===== src/rtl/tpz_pkg.sv =====
package tpz_pkg;
    typedef enum logic [0:0] {
        SEQ_IDLE = 1'b0,
        SEQ_RUN  = 1'b1
    } seq_state_t;
endpackage


===== src/rtl/tpz_addr_seq.sv =====
module tpz_addr_seq
    import tpz_pkg::*;
#(
    parameter int N  = 4,
    parameter int IW = 2
) (
    input  logic          clk,
    input  logic          rst_n,
    input  logic          start,
    output logic          capture,
    output logic          run,
    output logic          final_pos,
    output logic [IW-1:0] row,
    output logic [IW-1:0] col
);
    localparam logic [IW-1:0] LAST_IDX = IW'(N - 1);

    seq_state_t state_q, state_d;

    // state register
    always_ff @(posedge clk or negedge rst_n) begin
        if (!rst_n) state_q <= SEQ_IDLE;
        else        state_q <= state_d;
    end

    // next state
    always_comb begin
        state_d = state_q;
        unique case (state_q)
            SEQ_IDLE: if (start)     state_d = SEQ_RUN;
            SEQ_RUN:  if (final_pos) state_d = SEQ_IDLE;
            default:                 state_d = SEQ_IDLE;
        endcase
    end

    // outputs of the sequencer
    always_comb begin
        capture   = 1'b0;
        run       = 1'b0;
        final_pos = 1'b0;
        unique case (state_q)
            SEQ_IDLE: capture = start;
            SEQ_RUN: begin
                run       = 1'b1;
                final_pos = (row == LAST_IDX) && (col == LAST_IDX);
            end
            default: ;
        endcase
    end

    // row / column counters
    always_ff @(posedge clk or negedge rst_n) begin
        if (!rst_n) begin
            row <= '0;
            col <= '0;
        end else if (capture) begin
            row <= '0;
            col <= '0;
        end else if (run) begin
            if (col == LAST_IDX) begin
                col <= '0;
                if (!final_pos) row <= row + 1'b1;
            end else begin
                col <= col + 1'b1;
            end
        end
    end

    // after the last column of a row the scan moves to column 0 of the next row
    assert_row_advance_R3: assert property (@(posedge clk) disable iff (!rst_n)
        (state_q == SEQ_RUN && col == LAST_IDX && !final_pos)
            |=> (col == '0 && row == $past(row) + 1'b1));

    // a running frame is not cut short, whatever start does
    assert_frame_holds_R8: assert property (@(posedge clk) disable iff (!rst_n)
        (state_q == SEQ_RUN && !final_pos) |=> (state_q == SEQ_RUN));

    // the end of a frame always returns to idle, even with start high
    assert_frame_ends_R8: assert property (@(posedge clk) disable iff (!rst_n)
        final_pos |=> (state_q == SEQ_IDLE));
endmodule


===== src/rtl/tpz_elem_sel.sv =====
module tpz_elem_sel #(
    parameter int N  = 4,
    parameter int W  = 8,
    parameter int IW = 2
) (
    input  logic signed [W-1:0] v_i [N],
    input  logic        [IW-1:0] row,
    input  logic        [IW-1:0] col,
    output logic signed [W-1:0] elem,
    output logic signed [W-1:0] diag
);
    localparam logic [IW-1:0] LAST_IDX = IW'(N - 1);

    logic [IW-1:0] offset;
    logic [IW-1:0] tap;

    always_comb begin
        offset = col - row;
        tap    = LAST_IDX - offset;
        if (col >= row) elem = v_i[tap];
        else            elem = '0;
        diag = v_i[row];
    end
endmodule


===== src/rtl/tpz_scaler.sv =====
module tpz_scaler #(
    parameter int W = 8
) (
    input  logic                  clk,
    input  logic                  rst_n,
    input  logic                  in_valid,
    input  logic                  in_last,
    input  logic signed [W-1:0]   elem,
    input  logic signed [W-1:0]   diag,
    output logic signed [W-1:0]   u_o,
    output logic signed [2*W-1:0] p_o,
    output logic                  valid_o,
    output logic                  last_o
);
    logic signed [2*W-1:0] prod;

    always_comb prod = elem * diag;

    // single multiplier stage, raw element delayed alongside it
    always_ff @(posedge clk or negedge rst_n) begin
        if (!rst_n) begin
            u_o     <= '0;
            p_o     <= '0;
            valid_o <= 1'b0;
            last_o  <= 1'b0;
        end else begin
            valid_o <= in_valid;
            last_o  <= in_valid && in_last;
            if (in_valid) begin
                u_o <= elem;
                p_o <= prod;
            end else begin
                u_o <= '0;
                p_o <= '0;
            end
        end
    end

    // a zero element yields an exact zero product
    assert_zero_prod_R4: assert property (@(posedge clk) disable iff (!rst_n)
        (valid_o && u_o == '0) |-> (p_o == '0));

    // last only with valid
    assert_last_valid_R7: assert property (@(posedge clk) disable iff (!rst_n)
        last_o |-> valid_o);

    // a frame only stops after its last element
    assert_valid_end_R7: assert property (@(posedge clk) disable iff (!rst_n)
        $fell(valid_o) |-> $past(last_o));

    // idle outputs are clean
    assert_idle_zero_R1: assert property (@(posedge clk) disable iff (!rst_n)
        !valid_o |-> (u_o == '0 && p_o == '0 && !last_o));
endmodule


===== src/rtl/tpz_scale_stream.sv =====
module tpz_scale_stream #(
    parameter int N = 4,
    parameter int W = 8
) (
    input  logic                  clk,
    input  logic                  rst_n,
    input  logic                  start,
    input  logic [N*W-1:0]        samp_flat,
    output logic signed [W-1:0]   out_u,
    output logic signed [2*W-1:0] out_scaled,
    output logic                  out_valid,
    output logic                  out_last
);
    localparam int IW = (N > 1) ? $clog2(N) : 1;

    logic              capture, run, final_pos;
    logic [IW-1:0]     row, col;
    logic signed [W-1:0] v_q [N];
    logic signed [W-1:0] elem, diag;

    tpz_addr_seq #(.N(N), .IW(IW)) u_seq (
        .clk       (clk),
        .rst_n     (rst_n),
        .start     (start),
        .capture   (capture),
        .run       (run),
        .final_pos (final_pos),
        .row       (row),
        .col       (col)
    );

    // sample bank, loaded only when a frame is accepted
    for (genvar k = 0; k < N; k++) begin : g_bank
        always_ff @(posedge clk or negedge rst_n) begin
            if (!rst_n)       v_q[k] <= '0;
            else if (capture) v_q[k] <= samp_flat[k*W +: W];
        end
    end

    tpz_elem_sel #(.N(N), .W(W), .IW(IW)) u_sel (
        .v_i  (v_q),
        .row  (row),
        .col  (col),
        .elem (elem),
        .diag (diag)
    );

    tpz_scaler #(.W(W)) u_scl (
        .clk      (clk),
        .rst_n    (rst_n),
        .in_valid (run),
        .in_last  (final_pos),
        .elem     (elem),
        .diag     (diag),
        .u_o      (out_u),
        .p_o      (out_scaled),
        .valid_o  (out_valid),
        .last_o   (out_last)
    );

    // the bank holds still for the whole frame
    assert_bank_stable_R9: assert property (@(posedge clk) disable iff (!rst_n)
        (run && $past(run)) |-> $stable(v_q[0]));
endmodule


===== config.mk =====
export PLATFORM = sky130hd
export DESIGN_NAME = tpz_scale_stream
export DESIGN_NICKNAME = d
export VERILOG_FILES = /design/src/rtl/tpz_pkg.sv /design/src/rtl/tpz_addr_seq.sv /design/src/rtl/tpz_elem_sel.sv /design/src/rtl/tpz_scaler.sv /design/src/rtl/tpz_scale_stream.sv
export SDC_FILE = /design/constraint.sdc
export NUM_CORES = 1
export LEC_CHECK = 0
export BUFFER_PORTS_ARGS = -buffer_cell sky130_fd_sc_hd__buf_2
export CAP_MARGIN = 0
export CORE_MARGIN = 8
export CORE_UTILIZATION = 35
export DETAILED_ROUTE_END_ITERATION = 6
export GPL_ROUTABILITY_DRIVEN = 0
export PLACE_DENSITY = 0.63
export SLEW_MARGIN = 15
export SYNTH_ARGS = -nofsm -noshare
export SYNTH_HDL_FRONTEND = slang
export SYNTH_HIERARCHICAL = 1
export SYNTH_SLANG_ARGS = --single-unit
export TNS_END_PERCENT = 5

===== constraint.sdc =====
create_clock -name clk -period 14.2 [get_ports clk]
set_clock_uncertainty 0.1 [all_clocks]
set_input_delay 0 -clock clk [delete_from_list [all_inputs] [get_ports clk]]
set_output_delay 0 -clock clk [all_outputs]
set_load 0.005 [all_outputs]

After elaboration in Yosys (flattened, before gate mapping)
Cells that the tools add are included.
- flip-flop bits (word level): 63
- bits in latches: 0
- memory bits (writable): 0
- ROM bits: 0
- input port bits: 35
- output and inout port bits: 26
- word-level logic and storage cells: 52
- memories kept: 0
- add/sub/neg operators: 4
- multipliers: 1
- divide/modulo/power cells: 0
- magnitude comparators: 3
- equal/unequal tests: 3
- shifts and indexed selects: 0
- muxes and demuxes: 22
- bitwise operators: 3
- reductions and logical operators: 5
- operator list (kind ; count):
    two-way mux 8 bit ; 6
    binary-select mux 8 bit (select 2 bit) ; 2
    multiplier 8 x 8 -> 16 bit ; 1
    two-way mux 16 bit ; 1
    two-way mux 2 bit ; 7
    >= comparator 3 bit, second input constant ; 2
    inverter 2 -> 3 bit ; 2
    two-way mux 1 bit ; 5
    adder 2 x 1 -> 2 bit, second input constant ; 2
    == test 2 bit, second input constant ; 2
    nonzero test 2 bit ; 2
    AND reduction 3 bit ; 1
    >= comparator 2 bit ; 1
    logical AND 1 bit ; 2
    inequality test 2 bit, second input constant ; 1
    one-hot mux 1 bit (2 select lines) ; 1
    subtractor 2 bit ; 1
    subtractor 2 bit, first input constant ; 1
    inverter 1 bit ; 1

Logic depth before layout (Yosys ltp)
Gate-level depths: netlist (run 1).
- depth in word-level cells: 9
- mapped depth: 22
- gate-level depth less buffers: 20

Hierarchy
Netlist (run 1), hierarchy kept.
- modules (own cells, without submodules) (module ; times used ; cells an instance ; area an instance (µm²) ; seq. area each (µm²)):
    tpz_scaler ; 1 ; 342 ; 3316.9 ; 650.6
    tpz_scale_stream ; 1 ; 68 ; 1345.0 ; 800.8
    tpz_elem_sel ; 1 ; 35 ; 528.0 ; 0.0
    tpz_addr_seq ; 1 ; 24 ; 285.3 ; 125.1

Worst setup path after synthesis (run 1)
OpenSTA, ideal clock, no wires.
- kind: register to register
- start point: register u_seq.row[1]
- end point: register u_scl.p_o[15]
- setup time: 78 ps
- data arrival time: 5597 ps
- required time: 14022 ps
- setup slack: 8425 ps
- stages on the path, launching flop included: 23
- buffers on the path: 2
- period minus slack after synthesis: 5775 ps
- path through: dfrtp_1 clkbuf_1 inv_1 ha_1 xor2_2 mux4_2 and2b_1 clkbuf_1 and2_1 fa_1 inv_1 fa_1 inv_1 fa_1 inv_1 fa_1 inv_1 ha_1 a21o_1 a21oi_2 a211oi_1 or3_1 a21oi_1
- longest elaborated chain between the ends: 9
- elaborated cells on any way between the ends: 14
- those cells by class: add/sub (2); mul (1); order compare (1); mux (8); bitwise (2)
- ends and longest elaborated chain (item ; RTL line ; source):
    start, declared ; tpz_addr_seq.sv:13 ; output logic [IW-1:0] row,
    start signal, assigned ; tpz_addr_seq.sv:62 ; if (!final_pos) row <= row + 1'b1;
    subtractor 2 bit ; tpz_elem_sel.sv:18 ; offset = col - row;
    subtractor 2 bit ; tpz_elem_sel.sv:19 ; tap = LAST_IDX - offset;
    inverter 2 -> 3 bit (not written as such) ; tpz_elem_sel.sv:20 ; if (col >= row) elem = v_i[tap];
    binary-select mux 8 bit (select 2 bit) ; tpz_elem_sel.sv:20 ;
    two-way mux 8 bit (not written as such) (2 in series) ; tpz_elem_sel.sv:20 ;
    two-way mux 8 bit * ; tpz_elem_sel.sv:20 ;
    named net elem[7] ; tpz_scale_stream.sv:19 ; logic signed [W-1:0] elem, diag;
    multiplier 8 x 8 -> 16 bit * ; tpz_scaler.sv:17 ; always_comb prod = elem * diag;
    two-way mux 16 bit * ; tpz_scaler.sv:29 ; if (in_valid) begin
    end signal, assigned ; tpz_scaler.sv:31 ; p_o <= prod;
    end, declared ; tpz_scaler.sv:11 ; output logic signed [2*W-1:0] p_o,
The timed path passes the listed nets; every way through them passes the cells marked *. The select of a mux whose other input is x is not followed.
A chain may end at the register's enable or synchronous reset.

Worst setup path after layout (run 1)
- start point: register u_seq.row[0]
- end point: register u_scl.p_o[15]
Same word-level chain as after synthesis.

==> qor.json, run 1 <==
{
  "outcome": {
    "run_status": "finished, final reports clean"
  },
  "global_routing": {
    "grt_max_degree": 64,
    "global_route.overflow_total": 0,
    "grt_pass1_vias": 3964,
    "grt_use_total_pct": 12.2,
    "grt_pass1_wl_um": 19500,
    "grt_antenna_before_repair": 0
  },
  "finish": {
    "areaGrowthSynthToFinish_pct": 20.3,
    "finish.instance_area_sq_um": 6590,
    "post_route_cells_drive_above_1_share_pct": 22.5,
    "fillerInstances": 1410,
    "nets": 689,
    "seqCellArea_sq_um": 1580,
    "multi_input_comb_area_sq_um": 3480,
    "insertedDiodeCount": 0
  },
  "sta": {
    "tns_ns": 0,
    "rsz0062_at_grt": "no",
    "slew_headroom_pct": 33.9,
    "fin_crit_ns": 6.15,
    "final-setup-viol-count": 0,
    "worstMarginPinSlew_ns": 0.992,
    "worst_hold_slack_ns": 0.270,
    "report.final.slew_viol_count": 0,
    "clock.fmax_mhz": 162,
    "fin_crit_sh_pct": 43.3,
    "final_hold_vios": 0
  },
  "synth": {
    "ys.warnings.count": 6,
    "synth_cells": 469,
    "synth_enable_flop_cells": 0,
    "ys_seq_elements": 63,
    "cell_types_occupying_the_most_area_after_synthesis": "sky130_fd_sc_hd__dfrtp_1 29%, sky130_fd_sc_hd__fa_1 20%, sky130_fd_sc_hd__mux2_4 8.2%",
    "synth_largest_type_area_fraction_pct": 28.8,
    "net_count_after_synthesis": 593,
    "synth-seq-area-share_pct": 28.8,
    "synth_top_flop_cell": "sky130_fd_sc_hd__dfrtp_1",
    "post_synth_instance_area_sq_um": 5480,
    "synthDistinctLibCells": 44,
    "synth.largest_area_cell": "sky130_fd_sc_hd__dfrtp_1",
    "async_set_reset_flop_share_out_of_synthesis_pct": 100,
    "postSynthAreaPerCell_sq_um": 11.7
  },
  "clocking": {
    "cts_resized": 0,
    "cts_max_path_buffers": 2,
    "worst_setup_hold_path_clk_slew_ns": 0.05,
    "ctsHtreeMaxLevel": 3,
    "clkSinkCount": 63,
    "tritoncts_clock_tree": "done",
    "cts_root_buf": "sky130_fd_sc_hd__clkbuf_16",
    "ctsHoldBuffers": 34,
    "cts_post_setup_buffers_inserted": 0,
    "cts_buffers": 9,
    "clock_insertion_delay_worst_skew_ns": 0.34
  },
  "critical_path": {
    "critical_path.cell_chain": "ha_1 > mux4_1 > and2b_1 > nand2b_1 > fa_1 > fa_1 > inv_1 > fa_1 > inv_1 > fa_1 > inv_1 > ha_1 > a21o_1 > a21oi_2 > a211oi_1 > or3_1 > a21oi_1",
    "critPathSlowestCell": "sky130_fd_sc_hd__ha_1",
    "timing.reg2reg.worst_path_depth": 17,
    "critical_path_required_ns": 14.36,
    "regToRegEndpoint": "u_scl/p_o[15]",
    "rrSetupSlack_ns": 8.05,
    "timing.critical_path.max_delay_family": "adder cells",
    "cp_num_buf_inv": 3,
    "crit_path_frequent_cell": "sky130_fd_sc_hd__fa_1",
    "cp.arrival_ns": 6.31,
    "critical_path_source_type": "register",
    "timing.rr.start": "u_seq/row[0]",
    "cp_max_fo": 14,
    "endpoint_kind": "register",
    "crit_path_kind": "register to register",
    "worst_path_largest_cell_delay_ns": 0.67
  },
  "floorplanning": {
    "core_area_sq_um": 15300,
    "effective_utilization_at_floorplan_pct": 35.9,
    "row_count": 45,
    "floorplan.die.width_um": 141,
    "fp.dieH_um": 141,
    "design.portCount": 61,
    "die_area_sq_um": 19900
  },
  "placement": {
    "dpl.hpwl_um": 8720,
    "placement.io_buffers": 60,
    "post_dp_cell_area_sq_um": 5940
  },
  "routing": {
    "vias": 3604,
    "detail_route.wl_per_cell_um": 14.3,
    "vias_per_cell": 4.61,
    "postRouteWirelength_um": 11200,
    "drt_first_iter_violations": 146,
    "antenna_violating_nets_post_route": 0,
    "drt_first_pass_iters": 4,
    "detail_route.drc_violations": 0
  },
  "flow_run": {
    "max_cap_viol_count": 0
  },
  "min_path": {
    "holdCritPathClass": "input pin to asynchronous set/reset pin"
  }
}
kinds of logic after synthesis:
family                     synth area share [%]
muxes                                      15.8
xor gates and xnor gates                   2.22
and+or+nand+nor                            13.6
buffers and inverters                      7.70
adders and majority gates                  27.9
AOI/OAI and AO/OA                          4.07
DFF                                        28.8
worst min-delay path, delay by kind of cell:
family | cells | cell delay, ns
buffers and inverters | 3 | 1.22
metal layers:
metal  GRT usage, %  up-vias  routed length (um)  part of all wire, %
li1               -     1710                   -                    -
met4           5.60        0                 225                  2.0
met5              0        -                   0                    0
met1           15.1     1787                5070                   45
met3           2.97       20                 474                  4.2
met2           19.8       87                5410                   48
layout make-up:
cell class,count,area share (%)
repair buffers,96,9.96
flip-flops and latches,63,23.9
multi-input cells,312,52.8
well taps,211,4.01
clock inverters,5,0.874
inverters,83,4.73
clock buffers,11,3.69
sequential cells by signal, indices dropped and copies added, names as in the netlist:
register and count:
u_seq/row 2, u_scl/u_o 8, u_scl/valid_o 1, v_q 32
u_seq/state_q 1, u_seq/col 2, u_scl/p_o 16, u_scl/last_o 1
Yosys cell counts, drive strengths merged (3+ instances only):
cell type,number
mux4,16
xor2,3
a211oi,4
and2,55
nand2,20
a21oi,8
and2b,9
ha,34
nor2b,8
xnor2,10
or3,3
nor3,5
a21o,5
and3,3
nand2b,3
o21ai,8
clkbuf,4
nor2,12
inv,83
buf,7
mux2,33
dfrtp,63
fa,55
worst max-delay path by stage:
stage	startpoint	endpoint	slack (ns)	depth (start not counted)
after global routing	u_seq/row[0]	u_scl/p_o[12]	7.64	18
after detailed placement	u_seq/row[0]	u_scl/p_o[15]	8.06	17
after floorplan	u_seq/row[1]	u_scl/p_o[15]	8.43	22
after global placement	u_seq/row[0]	u_scl/p_o[15]	8.14	17
final	u_seq/row[0]	u_scl/p_o[15]	8.05	17
after CTS	u_seq/row[0]	u_scl/p_o[15]	8.02	18
placed cells by master, fill, tap and decap left out, types with 2 or more instances in the layout:
master / n
sky130_fd_sc_hd__ha_1: 34
sky130_fd_sc_hd__inv_1: 83
sky130_fd_sc_hd__nor3b_1: 2
sky130_fd_sc_hd__o21ai_0: 8
sky130_fd_sc_hd__fa_1: 55
sky130_fd_sc_hd__nor2_1: 12
sky130_fd_sc_hd__nor2b_1: 8
sky130_fd_sc_hd__mux2_2: 3
sky130_fd_sc_hd__and2b_1: 8
sky130_fd_sc_hd__dlygate4sd3_1: 34
sky130_fd_sc_hd__nand2_1: 20
sky130_fd_sc_hd__clkbuf_16: 9
sky130_fd_sc_hd__nand2b_1: 3
sky130_fd_sc_hd__and2_1: 55
sky130_fd_sc_hd__a21o_1: 5
sky130_fd_sc_hd__or3_1: 3
sky130_fd_sc_hd__nand3_1: 2
sky130_fd_sc_hd__o211ai_2: 2
sky130_fd_sc_hd__xnor2_1: 10
sky130_fd_sc_hd__dfrtp_1: 63
sky130_fd_sc_hd__buf_4: 2
sky130_fd_sc_hd__mux4_1: 5
sky130_fd_sc_hd__clkinv_2: 2
sky130_fd_sc_hd__buf_2: 60
sky130_fd_sc_hd__nand4b_1: 2
sky130_fd_sc_hd__a211oi_1: 4
sky130_fd_sc_hd__mux2_4: 30
sky130_fd_sc_hd__nor3_1: 5
sky130_fd_sc_hd__o21a_1: 2
sky130_fd_sc_hd__a21oi_1: 7
sky130_fd_sc_hd__xor2_1: 2
sky130_fd_sc_hd__or3b_1: 2
sky130_fd_sc_hd__and3_1: 2
sky130_fd_sc_hd__clkinv_4: 2
sky130_fd_sc_hd__mux4_2: 11
metrics by stage:
step / instances / utilization (%) / setup WS, ns
after detailed placement: 731 / 39.0 / 8.06
final: 781 / 43.2 / 8.05
after global placement: 731 / 39.0 / 8.14
after global routing: 781 / 43.2 / 7.64
after floorplan: 469 / - / 8.43
after CTS: 781 / 43.2 / 8.02
Power of run 1 is left out: the tool's default activity adds up to more than one toggle a clock period on the data nets, which glitch-free logic cannot reach.
==> run 2: changes to the inputs <==
Settings changed: PLACE_DENSITY 0.63 to 0.65.
Clock period 14.2 ns to 5.01 ns, I/O delays scaled along.
==> qor.json, run 2 (synthesized netlist as in run 1, its figures left out) <==
{
  "sta": {
    "clock.fmax_mhz": 190,
    "fin_crit_sh_pct": 105,
    "worst_hold_slack_ns": 0.269,
    "slew_headroom_pct": 32.7,
    "final_ws_setup_ns": -0.248,
    "rsz0062_at_grt": "yes",
    "fin_crit_ns": 5.26,
    "final-setup-viol-count": 7,
    "report.final.slew_viol_count": 0,
    "final_hold_vios": 0,
    "worstMarginPinSlew_ns": 1.01
  },
  "clocking": {
    "worst_setup_hold_path_clk_slew_ns": 0.05,
    "cts_max_path_buffers": 2,
    "ctsHtreeMaxLevel": 3,
    "clkSinkCount": 63,
    "clock_insertion_delay_worst_skew_ns": 0.34,
    "cts_root_buf": "sky130_fd_sc_hd__clkbuf_16",
    "tritoncts_clock_tree": "done",
    "cts_buffers": 9
  },
  "routing": {
    "m1WireLength_um": 5320,
    "drt_first_iter_violations": 104,
    "top_layer": "met4",
    "vias": 3831,
    "postRouteWirelength_um": 12300,
    "vias_per_cell": 4.57,
    "detail_route.drc_violations": 0,
    "detail_route.wl_per_cell_um": 14.7,
    "drt_first_pass_iters": 4,
    "met2_length_um": 6270,
    "antenna_violating_nets_post_route": 0,
    "dr_wl_met3_um": 460
  },
  "global_routing": {
    "grt_max_degree": 64,
    "grt_use_total_pct": 13.3,
    "grt_pass1_wl_um": 21100,
    "grt_antenna_before_repair": 0,
    "global_route.overflow_total": 0,
    "grt_pass1_vias": 4354
  },
  "finish": {
    "finish.instance_area_sq_um": 7260,
    "mostFrequentLayoutCell": "sky130_fd_sc_hd__inv_1",
    "fillerInstances": 1357,
    "max_flop_register": "v_q",
    "nets": 747,
    "most-common-layout-cells": "79 x sky130_fd_sc_hd__inv_1, 63 x sky130_fd_sc_hd__dfrtp_1, 60 x sky130_fd_sc_hd__buf_2",
    "seqCellArea_sq_um": 1580,
    "post_route_cells_drive_above_1_share_pct": 35.5,
    "multi_input_comb_area_sq_um": 3650,
    "flip_flop_count_of_the_largest_register_all_copies_and_words_added": 32,
    "reg_top3": "v_q: 32 flops, u_scl/p_o: 16 flops, u_scl/u_o: 8 flops",
    "insertedDiodeCount": 0,
    "areaGrowthSynthToFinish_pct": 32.6
  },
  "placement": {
    "dp_slack_ns": -0.430,
    "dpl.hpwl_um": 9280,
    "placement.io_buffers": 60,
    "post_dp_cell_area_sq_um": 6330
  },
  "floorplanning": {
    "floorplan.die.width_um": 141,
    "row_count": 45,
    "core_area_sq_um": 15300,
    "die_area_sq_um": 19900,
    "design.portCount": 61,
    "effective_utilization_at_floorplan_pct": 35.9,
    "fp.dieH_um": 141
  },
  "critical_path": {
    "endpoint_kind": "register",
    "cp_max_fo": 4,
    "worst_path_largest_cell_delay_ns": 0.54,
    "critPathSlowestCell": "sky130_fd_sc_hd__fa_1",
    "crit_path_kind": "register to register",
    "cp.arrival_ns": 5.37,
    "crit_path_frequent_cell": "sky130_fd_sc_hd__fa_1",
    "critical_path_source_type": "register",
    "critical_path_required_ns": 5.12,
    "critical_path.cell_chain": "ha_4 > buf_6 > mux4_2 > and2b_2 > nand2b_1 > fa_1 > fa_1 > inv_1 > fa_1 > inv_1 > fa_1 > inv_2 > ha_4 > a21o_1 > a21oi_4 > buf_6 > a211oi_4 > nor3_1 > nor3_2"
  },
  "min_path": {
    "holdCritPathClass": "input pin to asynchronous set/reset pin"
  },
  "outcome": {
    "violated_checks": "negative setup slack",
    "run_status": "finished with violations"
  },
  "flow_run": {
    "max_cap_viol_count": 0
  }
}
## run 2: cell types whose count changed in the layout (fill, tap and decap cells not counted), moves of 4 or more
cell and change:
sky130_fd_sc_hd__buf_4 +53, sky130_fd_sc_hd__and2b_1 -7, sky130_fd_sc_hd__ha_1 -6, sky130_fd_sc_hd__ha_4 +6, sky130_fd_sc_hd__and2b_2 +5, sky130_fd_sc_hd__buf_6 +4, sky130_fd_sc_hd__inv_1 -4, sky130_fd_sc_hd__inv_2 +4
sky130_fd_sc_hd__o21ai_0 -4, sky130_fd_sc_hd__o21ai_1 +4
## run 2: metrics by stage
step | std cells | setup TNS, ns | util [%]
2_1_floorplan | 469 | -0.902 | -
3_3_place_gp | 773 | -1.47 | 41.5
3_5_place_dp | 773 | -2.43 | 41.5
4_1_cts | 834 | -1.27 | 46.9
5_1_grt | 839 | -2.94 | 47.6
6_report | 839 | -1.34 | 47.6
## run 2: repair_timing
item	CTS	global route
setup buffers	12	5
pin swaps	15	16
hold buffers	34	0
endpoints found under the hold margin	100	0
gates resized for setup	19	16
endpoints found under the setup margin	9	9
## run 2: worst max-delay path, delay by kind of cell (launching register included)
| family | cells | cell delay [ns] |
|---|---|---|
| AOI/OAI and AO/OA | 3 | 0.44 |
| adders and majority gates | 6 | 2.59 |
| DFF | 1 | 0.41 |
| and+or+nand+nor | 4 | 0.67 |
| buffers and inverters | 5 | 0.41 |
| muxes | 1 | 0.48 |
## run 2: final cells by class
class	count	share of cell area (%)
well taps	211	3.64
repair buffers	154	15.4
clock buffers	10	3.15
clock inverters	6	1.50
inverters	83	4.29
flip-flops and latches	63	21.7
multi-input cells	312	50.3
## run 2: routing by layer
| metal | vias up | track usage [%] |
|---|---|---|
| met3 | 17 | 3.38 |
| met1 | 1927 | 15.4 |
| met4 | 0 | 5.66 |
| met2 | 71 | 23.0 |
| li1 | 1816 | - |
| met5 | - | 0 |
## run 2: worst paths after layout
| path | from | endpoint | slack, ns | cells past startpoint |
|---|---|---|---|---|
| max in group asynchronous | rst_n | u_scl/p_o[8] | 4.01 | 3 |
| worst max-delay path | u_seq/row[0] | u_scl/p_o[13] | -0.25 | 19 |
| worst min register to register | v_q[31] | v_q[31] | 0.44 | 1 |
| worst min-delay path | rst_n | u_seq/state_q | 0.27 | 3 |
| min in group clk | samp_flat[10] | v_q[18] | 0.32 | 3 |
| worst max register to register | u_seq/row[0] | u_scl/p_o[13] | -0.25 | 19 |
Power of run 2 is left out for the same reason.
==> run 3: changes to the inputs <==
Settings changed: CORE_ASPECT_RATIO set to 2, SKIP_LAST_GASP set to 1, SYNTH_HIERARCHICAL 1 to not set.
==> qor.json, run 3 <==
{
  "outcome": {
    "run_status": "finished with violations",
    "violated_checks": "negative setup slack"
  },
  "routing": {
    "vias": 4057,
    "antenna_violating_nets_post_route": 0,
    "vias_per_cell": 4.71,
    "drt_first_pass_iters": 4,
    "detail_route.wl_per_cell_um": 15.2,
    "postRouteWirelength_um": 13000,
    "detail_route.drc_violations": 0,
    "drt_first_iter_violations": 95
  },
  "floorplanning": {
    "die_area_sq_um": 19500,
    "core_area_sq_um": 14800,
    "design.portCount": 61,
    "row_count": 63,
    "fp.dieH_um": 190,
    "effective_utilization_at_floorplan_pct": 35.6,
    "floorplan.die.width_um": 103
  },
  "synth": {
    "yosysMostFrequentCell": "sky130_fd_sc_hd__inv_1",
    "synth_cells": 493,
    "net_count_after_synthesis": 617,
    "yosys.area_share.simple_pct": 11.7,
    "ys.warnings.count": 0,
    "synth_largest_type_area_fraction_pct": 29.9,
    "synth.largest_area_cell": "sky130_fd_sc_hd__dfrtp_1",
    "synth.cells.most_frequent": "94 x sky130_fd_sc_hd__inv_1, 63 x sky130_fd_sc_hd__dfrtp_1, 55 x sky130_fd_sc_hd__fa_1, 53 x sky130_fd_sc_hd__nor2_1, 37 x sky130_fd_sc_hd__mux2_2",
    "synth_top_flop_cell": "sky130_fd_sc_hd__dfrtp_1",
    "largest_family_of_logic_cells_by_synthesized_area": "adder cells",
    "cell_types_occupying_the_most_area_after_synthesis": "sky130_fd_sc_hd__dfrtp_1 30%, sky130_fd_sc_hd__fa_1 21%, sky130_fd_sc_hd__ha_1 8.1%",
    "ys_seq_elements": 63,
    "post_synth_instance_area_sq_um": 5280,
    "postSynthAreaPerCell_sq_um": 10.7,
    "synth_enable_flop_cells": 0,
    "async_set_reset_flop_share_out_of_synthesis_pct": 100,
    "synthDistinctLibCells": 51,
    "post_synthesis_share_of_cell_area_spent_on_xor_and_xnor_gates_pct": 2.51,
    "synthAdderAreaFrac_pct": 28.9,
    "synth_compound_gate_area_share_pct": 5.41,
    "synth-seq-area-share_pct": 29.9,
    "synth_mux_area_share_pct": 13.7
  },
  "sta": {
    "final_hold_vios": 0,
    "fin_crit_ns": 5.46,
    "final_ws_setup_ns": -0.455,
    "slew_headroom_pct": 48.6,
    "fin_crit_sh_pct": 109,
    "tns_ns": -2.24,
    "rsz0062_at_grt": "yes",
    "final-setup-viol-count": 7,
    "worstMarginPinSlew_ns": 0.771,
    "report.final.slew_viol_count": 0,
    "clock.fmax_mhz": 183
  },
  "critical_path": {
    "cp_max_fo": 8,
    "timing.rr.start": "u_seq.col[1]",
    "critPathSlowestCell": "sky130_fd_sc_hd__fa_1",
    "regToRegEndpoint": "u_scl.p_o[14]",
    "crit_path_frequent_cell": "sky130_fd_sc_hd__fa_1",
    "critical_path.cell_chain": "ha_4 > xnor2_4 > buf_12 > buf_4 > mux2_4 > o211ai_1 > and2_4 > fa_1 > fa_1 > fa_1 > inv_1 > fa_1 > inv_1 > ha_4 > o21a_1 > o21a_1 > o22a_4 > nor4b_2 > or3_1",
    "crit_path_kind": "register to register",
    "cp.arrival_ns": 5.57,
    "rrSetupSlack_ns": -0.45,
    "critical_path_source_type": "register",
    "critical_path_required_ns": 5.12,
    "endpoint_kind": "register",
    "worst_path_largest_cell_delay_ns": 0.52,
    "timing.reg2reg.worst_path_depth": 19
  },
  "placement": {
    "placement.io_buffers": 60,
    "dpl.hpwl_um": 10400,
    "dp_slack_ns": -0.586,
    "dp_cells": 799
  },
  "finish": {
    "instances_no_fill": 861,
    "fillerInstances": 1366,
    "mostFrequentLayoutCell": "sky130_fd_sc_hd__inv_1",
    "areaGrowthSynthToFinish_pct": 37.7,
    "reg_top3": "v_q: 32 flops, u_scl.p_o: 16 flops, u_scl.u_o: 8 flops",
    "most-common-layout-cells": "88 x sky130_fd_sc_hd__inv_1, 73 x sky130_fd_sc_hd__buf_4, 62 x sky130_fd_sc_hd__dfrtp_1",
    "flip_flop_count_of_the_largest_register_all_copies_and_words_added": 32,
    "nets": 786,
    "max_flop_register": "v_q",
    "post_route_cells_drive_above_1_share_pct": 36.2
  },
  "global_routing": {
    "grt_pass1_vias": 4608,
    "grt_pass1_wl_um": 21800,
    "grt_antenna_before_repair": 1,
    "grt_max_degree": 64,
    "grt_use_total_pct": 14.5,
    "global_route.overflow_total": 0
  },
  "min_path": {
    "holdCritPathClass": "input pin to asynchronous set/reset pin"
  },
  "clocking": {
    "cts_root_buf": "sky130_fd_sc_hd__clkbuf_16",
    "cts_max_path_buffers": 2,
    "worst_setup_hold_path_clk_slew_ns": 0.06,
    "ctsHtreeMaxLevel": 3,
    "cts_buffers": 9,
    "tritoncts_clock_tree": "done",
    "clock_insertion_delay_worst_skew_ns": 0.33,
    "clkSinkCount": 63
  },
  "flow_run": {
    "max_cap_viol_count": 0
  }
}
## run 3: cell count changes in the layout (fill, tap and decap cells not counted), sizes merged, moves of 4 or more
cell   previous run  this run
mux2i             0         6
o21a              2         6
nor2b             8         2
mux2             33        38
nor2             12        54
nand3             2         9
inv              83        94
mux4             16        10
buf             120       137
and2             55        13
and2b             9         0
## run 3: layout make-up
type / count / area [sq um] / share of cell area (%)
antenna: 1 / 2.50 / 0.0344
clock buffer: 11 / 253 / 3.48
clock inverter: 3 / 67.6 / 0.930
inverter: 94 / 355 / 4.89
multi-input combinational: 323 / 3500 / 48.1
sequential: 63 / 1580 / 21.7
tap: 195 / 244 / 3.36
timing repair buffer: 171 / 1270 / 17.5
## run 3: cell families (layout without fill, tap and decap cells)
kind of cell             Yosys count  in the layout
buffers and inverters            107            279
AO/OA/AOI/OAI                     41             41
AND/OR/NAND/NOR                  126            126
other                              0              1
XOR/XNOR                          13             13
adder cells (fa/ha/maj)           89             89
multiplexers                      54             54
flip-flops                        63             63
## run 3: how the worst max path moves through the flow
stage,start,endpoint,slack [ns]
detailed placement,u_seq.row[0],u_scl.p_o[14],-0.59
floorplan,u_seq.row[1],u_scl.p_o[14],-0.60
CTS,u_seq.col[1],u_scl.p_o[14],-0.47
finish,u_seq.col[1],u_scl.p_o[14],-0.45
global placement,u_seq.row[0],u_scl.p_o[15],-0.41
global route,u_seq.col[1],u_scl.p_o[15],-0.64
## run 3: metal layers
layer,global-route usage [%],vias to the layer above,part of all wire (%)
met2,28.8,84,60
met4,9.09,0,4.6
met1,12.5,2012,32
met3,2.42,37,3.1
li1,-,1924,-
met5,0,-,0
## run 3: timing repair
item | 4_1_cts | 5_1_grt
hold buffers | 34 | 0
resized for setup | 16 | 10
pin swaps | 11 | 6
endpoints found under the setup margin | 7 | 9
hold endpoints to repair | 98 | 0
setup buffers | 9 | 4
## run 3: worst max-delay path: cells and delay by family, from the launching register on
| family | cells | cell delay [ns] |
|---|---|---|
| AO/OA/AOI/OAI | 4 | 0.83 |
| XOR/XNOR | 1 | 0.18 |
| adder cells (fa/ha/maj) | 6 | 2.41 |
| buffers and inverters | 4 | 0.37 |
| flip-flops | 1 | 0.41 |
| multiplexers | 1 | 0.30 |
| AND/OR/NAND/NOR | 3 | 0.71 |
## run 3: metrics by stage
stage / area [sq um] / hold slack, ns / util [%]
5_1_grt: 7270 / 0.331 / 49.0
4_1_cts: 7200 / 0.304 / 48.6
6_report: 7270 / 0.287 / 49.0
3_5_place_dp: 6390 / 0.121 / 43.1
2_1_floorplan: 5390 / -0.396 / -
3_3_place_gp: 6390 / 0.107 / 43.1
Power of run 3 is left out for the same reason.
